===== config.mk =====
export PLATFORM = sky130hd
export DESIGN_NAME = pfd_acq_steer
export DESIGN_NICKNAME = d
export VERILOG_FILES = /design/src/rtl/acq_pkg.sv /design/src/rtl/acq_edge_sync.sv /design/src/rtl/acq_coarse_fsm.sv /design/src/rtl/acq_quad_follow.sv /design/src/rtl/pfd_acq_steer.sv
export SDC_FILE = /design/constraint.sdc
export NUM_CORES = 1
export LEC_CHECK = 0
export BUFFER_PORTS_ARGS = -buffer_cell sky130_fd_sc_hd__buf_4
export CAP_MARGIN = 20
export CELL_PAD_IN_SITES_DETAIL_PLACEMENT = 0
export CELL_PAD_IN_SITES_GLOBAL_PLACEMENT = 2
export CORE_ASPECT_RATIO = 0.8
export CORE_MARGIN = 3
export CORE_UTILIZATION = 31
export DETAILED_ROUTE_END_ITERATION = 8
export GPL_ROUTABILITY_DRIVEN = 0
export PLACE_DENSITY = 0.68
export SYNTH_ARGS = -nofsm -noshare
export SYNTH_HDL_FRONTEND = slang
export SYNTH_SLANG_ARGS = --single-unit

===== constraint.sdc =====
create_clock -name clk -period 1.8 [get_ports clk]
set_clock_uncertainty 0.05 [all_clocks]
set_input_delay 0 -clock clk [delete_from_list [all_inputs] [get_ports clk]]
set_output_delay 0 -clock clk [all_outputs]
set_load 0.02 [all_outputs]

===== src/rtl/acq_pkg.sv =====
package acq_pkg;

    typedef enum logic [1:0] {
        SRC_NONE,
        SRC_REF,
        SRC_VCO
    } edge_src_t;

    typedef enum logic [1:0] {
        ACQ_SEARCH,
        ACQ_SLOW,
        ACQ_FAST,
        ACQ_LOCK
    } acq_state_t;

    typedef enum logic [1:0] {
        SLIP_NONE,
        SLIP_UP,
        SLIP_DN
    } slip_t;

endpackage


===== src/rtl/acq_edge_sync.sv =====
module acq_edge_sync #(
    parameter int STAGES = 2
) (
    input  logic clk,
    input  logic rst,
    input  logic din,
    output logic pulse
);
    // chain[STAGES-1] is the synchronised level, chain[STAGES] its previous value
    logic [STAGES:0] chain;

    always_ff @(posedge clk) begin
        if (rst) chain <= '0;
        else     chain <= {chain[STAGES-1:0], din};
    end

    always_comb pulse = chain[STAGES-1] & ~chain[STAGES];

    a_r2_one_cycle_pulse: assert property (@(posedge clk) disable iff (rst)
        pulse |=> !pulse);

endmodule


===== src/rtl/acq_coarse_fsm.sv =====
module acq_coarse_fsm
    import acq_pkg::*;
#(
    parameter int LOCK_RUN = 16
) (
    input  logic clk,
    input  logic rst,
    input  logic ref_p,
    input  logic vco_p,
    output logic vco_fast,
    output logic vco_slow,
    output logic locked
);
    localparam int CW = $clog2(LOCK_RUN + 1);
    localparam logic [CW-1:0] RUN_LAST = CW'(LOCK_RUN - 1);

    acq_state_t      state_q, state_d;
    edge_src_t       last_q, last_d;
    logic [CW-1:0]   run_q, run_d;
    logic            ev_ref, ev_vco, rep_ref, rep_vco, alt;

    always_comb begin
        ev_ref  = ref_p & ~vco_p;
        ev_vco  = vco_p & ~ref_p;
        rep_ref = ev_ref && (last_q == SRC_REF);
        rep_vco = ev_vco && (last_q == SRC_VCO);
        alt     = (ev_ref && (last_q == SRC_VCO)) || (ev_vco && (last_q == SRC_REF));
    end

    // next-state process
    always_comb begin
        state_d = state_q;
        run_d   = run_q;
        last_d  = last_q;
        if (ev_ref) last_d = SRC_REF;
        if (ev_vco) last_d = SRC_VCO;
        unique case (state_q)
            ACQ_SEARCH, ACQ_SLOW, ACQ_FAST: begin
                if (rep_ref) begin
                    state_d = ACQ_SLOW;
                    run_d   = '0;
                end else if (rep_vco) begin
                    state_d = ACQ_FAST;
                    run_d   = '0;
                end else if (alt) begin
                    if (run_q == RUN_LAST) begin
                        state_d = ACQ_LOCK;
                        run_d   = '0;
                    end else begin
                        run_d = run_q + CW'(1);
                    end
                end
            end
            ACQ_LOCK: begin
                if (rep_ref) begin
                    state_d = ACQ_SLOW;
                    run_d   = '0;
                end else if (rep_vco) begin
                    state_d = ACQ_FAST;
                    run_d   = '0;
                end
            end
            default: state_d = ACQ_SEARCH;
        endcase
    end

    // state register process
    always_ff @(posedge clk) begin
        if (rst) begin
            state_q <= ACQ_SEARCH;
            last_q  <= SRC_NONE;
            run_q   <= '0;
        end else begin
            state_q <= state_d;
            last_q  <= last_d;
            run_q   <= run_d;
        end
    end

    // output process
    always_comb begin
        vco_fast = (state_q == ACQ_FAST);
        vco_slow = (state_q == ACQ_SLOW);
        locked   = (state_q == ACQ_LOCK);
    end

    a_r3_repeat_ref_slow: assert property (@(posedge clk) disable iff (rst)
        (ref_p && !vco_p && last_q == SRC_REF) |=> (vco_slow && !vco_fast));

    a_r4_repeat_vco_fast: assert property (@(posedge clk) disable iff (rst)
        (vco_p && !ref_p && last_q == SRC_VCO) |=> (vco_fast && !vco_slow));

    a_r6_both_ignored: assert property (@(posedge clk) disable iff (rst)
        (ref_p && vco_p) |=> ($stable(state_q) && $stable(last_q) && $stable(run_q)));

    a_r7_lock_exit: assert property (@(posedge clk) disable iff (rst)
        (locked && ((ref_p && !vco_p && last_q == SRC_REF) ||
                    (vco_p && !ref_p && last_q == SRC_VCO))) |=> !locked);

endmodule


===== src/rtl/acq_quad_follow.sv =====
module acq_quad_follow
    import acq_pkg::*;
#(
    parameter int QW = 2
) (
    input  logic clk,
    input  logic rst,
    input  logic ref_p,
    input  logic vco_p,
    input  logic locked,
    output logic slip_up,
    output logic slip_dn
);
    localparam logic [QW-1:0] Q_TOP          = {QW{1'b1}};
    localparam logic [QW-1:0] Q_REF_RECENTRE = Q_TOP - QW'(1);
    localparam logic [QW-1:0] Q_VCO_RECENTRE = QW'(1);
    localparam logic [QW-1:0] Q_RESET        = Q_TOP - QW'(1);

    logic [QW-1:0] q_q, q_d;
    slip_t         slip_q, slip_d;
    logic          ev_ref, ev_vco;

    always_comb begin
        ev_ref = ref_p & ~vco_p;
        ev_vco = vco_p & ~ref_p;
    end

    // next-state process
    always_comb begin
        q_d    = q_q;
        slip_d = slip_q;
        if (locked) slip_d = SLIP_NONE;
        if (ev_ref) begin
            if (q_q == Q_TOP) begin
                q_d    = Q_REF_RECENTRE;
                slip_d = SLIP_UP;
            end else begin
                q_d = q_q + QW'(1);
            end
        end else if (ev_vco) begin
            if (q_q == '0) begin
                q_d    = Q_VCO_RECENTRE;
                slip_d = SLIP_DN;
            end else begin
                q_d = q_q - QW'(1);
            end
        end
    end

    // state register process
    always_ff @(posedge clk) begin
        if (rst) begin
            q_q    <= Q_RESET;
            slip_q <= SLIP_NONE;
        end else begin
            q_q    <= q_d;
            slip_q <= slip_d;
        end
    end

    // output process
    always_comb begin
        unique case (slip_q)
            SLIP_UP:   begin slip_up = 1'b1; slip_dn = 1'b0; end
            SLIP_DN:   begin slip_up = 1'b0; slip_dn = 1'b1; end
            default:   begin slip_up = 1'b0; slip_dn = 1'b0; end
        endcase
    end

    a_r8_ref_advance: assert property (@(posedge clk) disable iff (rst)
        (ref_p && !vco_p && q_q != Q_TOP) |=> (q_q == QW'($past(q_q) + QW'(1))));

    a_r8_ref_slip: assert property (@(posedge clk) disable iff (rst)
        (ref_p && !vco_p && q_q == Q_TOP) |=> (slip_up && q_q == Q_REF_RECENTRE));

    a_r8_vco_slip: assert property (@(posedge clk) disable iff (rst)
        (vco_p && !ref_p && q_q == '0) |=> (slip_dn && q_q == Q_VCO_RECENTRE));

    a_r6_quadrant_hold: assert property (@(posedge clk) disable iff (rst)
        (ref_p && vco_p) |=> $stable(q_q));

endmodule


===== src/rtl/pfd_acq_steer.sv =====
module pfd_acq_steer #(
    parameter int SYNC_STAGES = 2,
    parameter int LOCK_RUN    = 16,
    parameter int QUAD_W      = 2
) (
    input  logic clk,
    input  logic rst,
    input  logic ref_in,
    input  logic vco_in,
    output logic vco_fast,
    output logic vco_slow,
    output logic locked,
    output logic steer_up,
    output logic steer_dn
);
    localparam int N_IN = 2;

    logic [N_IN-1:0] raw_in, ev_pulse;
    logic            slip_up, slip_dn;

    always_comb raw_in = {vco_in, ref_in};

    for (genvar g = 0; g < N_IN; g++) begin : g_sync
        acq_edge_sync #(.STAGES(SYNC_STAGES)) u_sync (
            .clk  (clk),
            .rst  (rst),
            .din  (raw_in[g]),
            .pulse(ev_pulse[g])
        );
    end

    acq_coarse_fsm #(.LOCK_RUN(LOCK_RUN)) u_coarse (
        .clk     (clk),
        .rst     (rst),
        .ref_p   (ev_pulse[0]),
        .vco_p   (ev_pulse[1]),
        .vco_fast(vco_fast),
        .vco_slow(vco_slow),
        .locked  (locked)
    );

    acq_quad_follow #(.QW(QUAD_W)) u_follow (
        .clk    (clk),
        .rst    (rst),
        .ref_p  (ev_pulse[0]),
        .vco_p  (ev_pulse[1]),
        .locked (locked),
        .slip_up(slip_up),
        .slip_dn(slip_dn)
    );

    // steering: follower slip first, coarse direction second, silent in lock
    always_comb begin
        steer_up = !locked && (slip_up || (vco_slow && !slip_dn));
        steer_dn = !locked && (slip_dn || (vco_fast && !slip_up));
    end

    a_r1_reset_clears: assert property (@(posedge clk)
        rst |=> (!vco_fast && !vco_slow && !locked && !steer_up && !steer_dn));

    a_r9_quiet_in_lock: assert property (@(posedge clk) disable iff (rst)
        locked |-> (!steer_up && !steer_dn));

    a_r9_steer_exclusive: assert property (@(posedge clk) disable iff (rst)
        !(steer_up && steer_dn));

    a_r5_lock_no_direction: assert property (@(posedge clk) disable iff (rst)
        $rose(locked) |-> (!vco_fast && !vco_slow));

endmodule


=== Word level (Yosys, flattened, before mapping) ===
Cells that the tools add are included.

* Eq/ne operators: 12
* Mux-type cells: 27
* Reductions and logical operators: 21
* $add $sub $neg: 3
* Bitwise gates (word level): 8

{| class="wikitable"
|+ Operators with widths
! kind !! number
|-
| two-way mux 2 bit || 17
|-
| two-way mux 5 bit || 6
|-
| equality test 2 bit (second input constant) || 5
|-
| one-hot mux 5 bit (2 select lines) || 1
|-
| logical AND 1 bit || 8
|-
| inequality test 4 x 1 -> 1 bit (second input constant) || 2
|-
| equality test 2 x 1 -> 1 bit (second input constant) || 3
|-
| adder 5 x 1 -> 5 bit (second input constant) || 1
|-
| equality test 5 x 4 -> 1 bit (second input constant) || 1
|-
| bitwise AND 1 bit || 4
|-
| logical NOT 2 bit || 2
|-
| inverter 1 bit || 4
|-
| one-hot mux 2 bit (2 select lines) || 1
|-
| logical NOT 1 bit || 3
|-
| logical OR 1 bit || 3
|-
| inequality test 3 x 1 -> 1 bit (second input constant) || 1
|-
| AND reduction 3 bit || 1
|-
| OR reduction 3 bit || 1
|-
| adder 2 x 1 -> 2 bit (second input constant) || 1
|-
| two-way mux 1 bit || 2
|-
| AND reduction 2 bit || 1
|-
| nonzero test 2 bit || 1
|-
| OR reduction 2 bit || 1
|-
| subtractor 2 x 1 -> 2 bit (second input constant) || 1
|}

* Logic and storage cells: 79
* Bits of input ports: 4
* Register bits: 19
* Output and inout bits: 5

=== Logic depth before layout (Yosys ltp) ===
* Word-level depth: 10
* Mapped depth: 7
* Mapped depth without buffers: 7

=== By module ===
Synthesis repeated with hierarchy kept, for this count alone.

* Cell total of the unflattened synthesis: 109
* Area, all modules: 955.9 um^2

{| class="wikitable"
|+ By module, submodules not included
! module !! cells each !! sequential area each (um^2) !! area each (um^2) !! instances
|-
| acq_coarse_fsm || 63 || 180.2 || 525.5 || 1
|-
| acq_quad_follow || 26 || 80.1 || 225.2 || 1
|-
| acq_edge_sync || 7 || 60.1 || 87.6 || 2
|-
| pfd_acq_steer || 6 || 0.0 || 30.0 || 1
|}

=== Least setup slack after synthesis ===
OpenSTA, ideal clock, no wires.

* Path type: register to register
* Start: register g_sync[0].u_sync.chain[2]
* End: register u_coarse.run_q[3]
* Required time: 1635 ps
* Stages on the path, launching flop included: 8
* Path slack: 245 ps
* Arrival time: 1390 ps
* Setup time: 115 ps
* Buffers on the path: 0
* Period minus slack after synthesis: 1555 ps
* Cells stage by stage: dfxtp_1 > nand2b_1 > inv_1 > ha_1 > and3b_1 > o21a_4 > nor3b_2 > o21a_1

* Cells in the longest elaborated chain, start to end: 8
* Elaborated cells between the ends (all ways): 17
* Classes of those cells: eq/ne: 2; mux: 4; bitwise: 5; reduce/logical: 6

{| class="wikitable"
|+ Ends and longest elaborated chain
! element !! RTL line !! source
|-
| start, declared || acq_edge_sync.sv:10 || <nowiki>logic [STAGES:0] chain;</nowiki>
|-
| start signal, assigned || acq_edge_sync.sv:14 || <nowiki>else chain <= {chain[STAGES-1:0], din};</nowiki>
|-
| inverter 1 bit * || acq_edge_sync.sv:17 || <nowiki>always_comb pulse = chain[STAGES-1] & ~chain[STAGES];</nowiki>
|-
| bitwise AND 1 bit * || acq_edge_sync.sv:17 ||
|-
| inverter 1 bit || acq_coarse_fsm.sv:24 || <nowiki>ev_vco = vco_p & ~ref_p;</nowiki>
|-
| bitwise AND 1 bit || acq_coarse_fsm.sv:24 ||
|-
| logical AND 1 bit (on tied branches) || acq_coarse_fsm.sv:26, acq_coarse_fsm.sv:27 ||
|-
| two-way mux 5 bit / logical OR 1 bit (equally long branches) || acq_coarse_fsm.sv:42, acq_coarse_fsm.sv:27 ||
|-
| two-way mux 5 bit / inequality test 4 x 1 -> 1 bit (equally long branches) || - ||
|-
| one-hot mux 5 bit (2 select lines) / AND reduction 2 bit (equally long branches) || - ||
|-
| end signal, assigned || acq_coarse_fsm.sv:76 || <nowiki>run_q <= run_d;</nowiki>
|-
| end, declared || acq_coarse_fsm.sv:19 || <nowiki>logic [CW-1:0] run_q, run_d;</nowiki>
|}

Mark *: on every way between the ends. The rest lies on a longest branch, timed or not.
A chain may end at the register's enable or synchronous reset.

=== Final worst setup path ===
* Start: register g_sync[1].u_sync.chain[2]
* End: register u_coarse.run_q[3]

* Cells in the longest elaborated chain, start to end: 8
* Elaborated cells between the ends (all ways): 17
* Classes of those cells: eq/ne: 2; mux: 4; bitwise: 5; reduce/logical: 6

{| class="wikitable"
|+ Ends and longest elaborated chain
! element !! RTL line !! source
|-
| start, declared || acq_edge_sync.sv:10 ||
|-
| start signal, assigned || acq_edge_sync.sv:14 ||
|-
| inverter 1 bit * || acq_edge_sync.sv:17 ||
|-
| bitwise AND 1 bit * || acq_edge_sync.sv:17 ||
|-
| inverter 1 bit || acq_coarse_fsm.sv:23 || <nowiki>ev_ref = ref_p & ~vco_p;</nowiki>
|-
| bitwise AND 1 bit || acq_coarse_fsm.sv:23 ||
|-
| logical AND 1 bit || acq_coarse_fsm.sv:27 || <nowiki>alt = (ev_ref && (last_q == SRC_VCO)) || (ev_vco && (last_q == SRC_REF));</nowiki>
|-
| logical OR 1 bit || acq_coarse_fsm.sv:27 ||
|-
| inequality test 4 x 1 -> 1 bit (no line) || - ||
|-
| AND reduction 2 bit (no line) || - ||
|}

Marks and branches as above.

==> impl_metrics.yaml <==
synth:
  postSynth.asyncResetShare_pct: 0
  number_of_enable_flip_flop_cells_after_synthesis: 0
  post_synth_instance_area_um2: 870
  syn-instance-count: 92
  dominantRegCellSynth: "sky130_fd_sc_hd__dfxtp_1"
  synth_top_cells_by_count: "sky130_fd_sc_hd__dfxtp_1, sky130_fd_sc_hd__nor2_1, sky130_fd_sc_hd__nor2b_1"
  synth_largest_type_area_fraction_pct: 43.7
  synth_cell_types: 30
  postSynthRegisterBits: 19
  synth-seq-area-share_pct: 43.7
  netlist.top_cell.by_area: "sky130_fd_sc_hd__dfxtp_1"
  synthesis.yosys.warnings: 0
  synthMostInstantiatedCell: "sky130_fd_sc_hd__dfxtp_1"
  synthesis.nets: 100
  main_area_contributors_after_synthesis: "sky130_fd_sc_hd__dfxtp_1, sky130_fd_sc_hd__nor2b_1, sky130_fd_sc_hd__ha_1, sky130_fd_sc_hd__nor2_1, sky130_fd_sc_hd__nand2b_1"
  syn_avg_cell_area_um2: 9.45
route:
  postRouteWirelength_um: 1560
  post_drt_wl_per_cell_um: 10.7
  drt_drc_violations_left: 0
  starting_drc_count_in_detailed_routing: 31
  routed_via_density: 4.62
  detailroute.via_count: 670
  final_antenna_net_count: 0
  first_pass_iters: 4
worst_setup_path:
  worst_ep_arrival_time_ps: 1790
  slowest_stage: "sky130_fd_sc_hd__dfxtp_1"
  reg2regPathDepth: 7
  cpLargestDelayFamily: "simple AND/OR/NAND/NOR gates"
  crit_buf_inv: 1
  register_to_register_setup_slack_ps: 170
  crit_start: "g_sync[1].u_sync.chain[2]$_SDFF_PP0_"
  reg2reg_to: "u_coarse.run_q[3]$_SDFFE_PP0P_"
  end_kind: "flip-flop"
  timing.critical_path.from_type: "flip-flop"
  worst-setup-path-type: "flip-flop to flip-flop"
  worst_path_largest_cell_delay_ps: 320
  critical_path_cell_count: 7
  endpoint_required_time_on_the_critical_path_ps: 1950
  worstReg2RegStart: "g_sync[1].u_sync.chain[2]$_SDFF_PP0_"
  crit_path_cell_chain: "nand2b_1, inv_1, ha_1, and3b_1, o21a_4, nor3b_2, o21a_1"
  critPathCapture: "u_coarse.run_q[3]$_SDFFE_PP0P_"
  critical_path.max_fanout: 6
worst_hold_path:
  worst_hold_path_type: "flip-flop to flip-flop"
  min_delay_path_depth: 2
finish:
  layout.nets: 118
  drive_gt1_share_pct: 18.3
  antenna_cells: 0
  nFillCells: 284
  syn_to_final_growth_pct: 21.7
  post-route-util_pct: 41.3
flow_run:
  timing.max_cap.violations: 0
grt:
  largest_net_degree_at_the_start_of_global_routing: 17
  grt_antenna_before_repair: 0
  grt_first_pass_wirelength_um: 2660
  via_count_of_the_first_global_routing_pass: 596
  global_route.overflow_total: 0
  grt_usage_pct: 9.99
power_and_ir_drop:
  finalPower_mw: 0.759
  power_density_nw_per_um2: 717
  power.leakage_nw: 0.455
  ir_drop_mv: 0.491
die:
  core_rows: 16
  die_footprint_um2: 3480
  chipWidth_um: 65.2
  initial_cell_density_of_the_core_pct: 33.9
  chipHeight_um: 53.4
  placeableCoreArea_um2: 2560
  num_io_pins: 9
clock_tree:
  clockBufferDepth: 2
  cts.sink_count: 19
  clk_latency_ps: 300
  cts-buffers-inserted: 3
  tritoncts: "yes"
  cts_max_level: 1
  cts_resized: 0
  cts.root.buffer_cell: "sky130_fd_sc_hd__clkbuf_4"
  path_clk_slew_ps: 120
  post-cts-setup-buffers: 0
sta:
  fin_crit_ps: 1630
  worst_pin_slew_ps: 284
  finalSetupViolations: 0
  timing.max_slew.rel_slack_pct: 80.9
  maxClockFrequency_mhz: 612
  layout_setup_ws_ps: 166
  timing_max_transition_violations_final: 0
  tns_ps: 0
  finalHoldViolations: 0
  grt_setup_unrepaired: "false"
  timing.final.crit_share_pct: 90.8
  hold_ws_ps: 404
status:
  status: "completed"
placement:
  place_ws_ps: 196
  place_hpwl_um: 1100
  port-buffer-count: 8
==> sequential cells by signal, summed over array words and instances (netlist names) <==
register             flops
g_sync.u_sync.chain      6
u_coarse.last_q          2
u_coarse.run_q           5
u_coarse.state_q         2
u_follow.q_q             2
u_follow.slip_q          2
==> layer usage <==
layer	track usage [%]	up-vias	wire length (um)
met2	14.8	13	596
met4	2.07	0	10
li1	-	350	-
met3	3.82	2	81
met5	0	-	0
met1	13.7	305	870
==> worst min-delay path by stage <==
| stage | startpoint | end |
|---|---|---|
| 3_3_place_gp | ref_in | g_sync[0].u_sync.chain[0]$_SDFF_PP0_ |
| 2_1_floorplan | rst | g_sync[0].u_sync.chain[0]$_SDFF_PP0_ |
| 3_5_place_dp | vco_in | g_sync[1].u_sync.chain[0]$_SDFF_PP0_ |
| 6_report | u_coarse.run_q[4]$_SDFFE_PP0P_ | u_coarse.run_q[4]$_SDFFE_PP0P_ |
| 5_1_grt | g_sync[1].u_sync.chain[0]$_SDFF_PP0_ | g_sync[1].u_sync.chain[1]$_SDFF_PP0_ |
| 4_1_cts | u_coarse.run_q[4]$_SDFFE_PP0P_ | u_coarse.run_q[4]$_SDFFE_PP0P_ |
==> stage by stage <==
step                      instances  instance area [um^2]
after global routing            145                  1060
final                           145                  1060
after floorplan                  92                   870
after global placement          136                   978
after CTS                       145                  1060
after detailed placement        136                   978
==> cell type report <==
type | instances | area [um^2] | share of cell area [%]
multi-input cells | 67 | 467 | 44.1
repair buffers | 14 | 118 | 11.1
clock inverters | 1 | 7.51 | 0.709
flip-flops and latches | 19 | 380 | 35.9
clock buffers | 3 | 22.5 | 2.13
inverters | 5 | 18.8 | 1.77
well taps | 36 | 45.0 | 4.26
==> what timing repair did <==
item,in CTS,in global routing
hold endpoints to repair,13,0
hold buffers,5,0
endpoints found under the setup margin,0,0
==> report_power, final <==
| part | leakage, nW | total (mW) | switching (mW) | internal (mW) |
|---|---|---|---|---|
| Combinational | 0.287 | 0.0843 | 0.0371 | 0.0472 |
| Sequential | 0.155 | 0.450 | 0.0131 | 0.437 |
| Clock | 0.0139 | 0.225 | 0.140 | 0.0847 |
==> kinds of logic after synthesis <==
logic type	synth area share, %
AND/OR/NAND/NOR	28.2
flip-flops	43.7
AO/OA/AOI/OAI	14.2
buffers and inverters	2.59
adder cells (fa/ha/maj)	5.76
multiplexers	3.45
XOR/XNOR	2.01
==> placed cells by master, fill, tap and decap left out <==
master                           n
sky130_fd_sc_hd__xor2_1          2
sky130_fd_sc_hd__nand2_2         1
sky130_fd_sc_hd__nand2b_1        5
sky130_fd_sc_hd__nor2_1         11
sky130_fd_sc_hd__nor3b_2         1
sky130_fd_sc_hd__clkinvlp_4      1
sky130_fd_sc_hd__nor3_1          3
sky130_fd_sc_hd__o21ba_2         1
sky130_fd_sc_hd__buf_4           9
sky130_fd_sc_hd__and3b_1         2
sky130_fd_sc_hd__nor2b_1         9
sky130_fd_sc_hd__a41oi_1         1
sky130_fd_sc_hd__a211oi_1        2
sky130_fd_sc_hd__inv_1           5
sky130_fd_sc_hd__dlygate4sd3_1   5
sky130_fd_sc_hd__o21a_4          1
sky130_fd_sc_hd__o22ai_1         2
sky130_fd_sc_hd__a22oi_1         1
sky130_fd_sc_hd__a21boi_0        1
sky130_fd_sc_hd__mux2i_1         3
sky130_fd_sc_hd__nand3_1         1
sky130_fd_sc_hd__nand2_1         5
sky130_fd_sc_hd__a31oi_1         1
sky130_fd_sc_hd__and3b_2         2
sky130_fd_sc_hd__a22o_1          1
sky130_fd_sc_hd__o211ai_1        1
sky130_fd_sc_hd__ha_1            4
sky130_fd_sc_hd__or3_4           1
sky130_fd_sc_hd__dfxtp_1        19
sky130_fd_sc_hd__clkbuf_4        3
sky130_fd_sc_hd__a21oi_1         2
sky130_fd_sc_hd__o21a_1          2
sky130_fd_sc_hd__and4b_1         1
==> worst min-delay path: stages, from the launching register on <==
cell	delay, ps
sky130_fd_sc_hd__dfxtp_1	330
sky130_fd_sc_hd__nand2_1	50
sky130_fd_sc_hd__a41oi_1	30
Power figures use the tool's default switching activity.
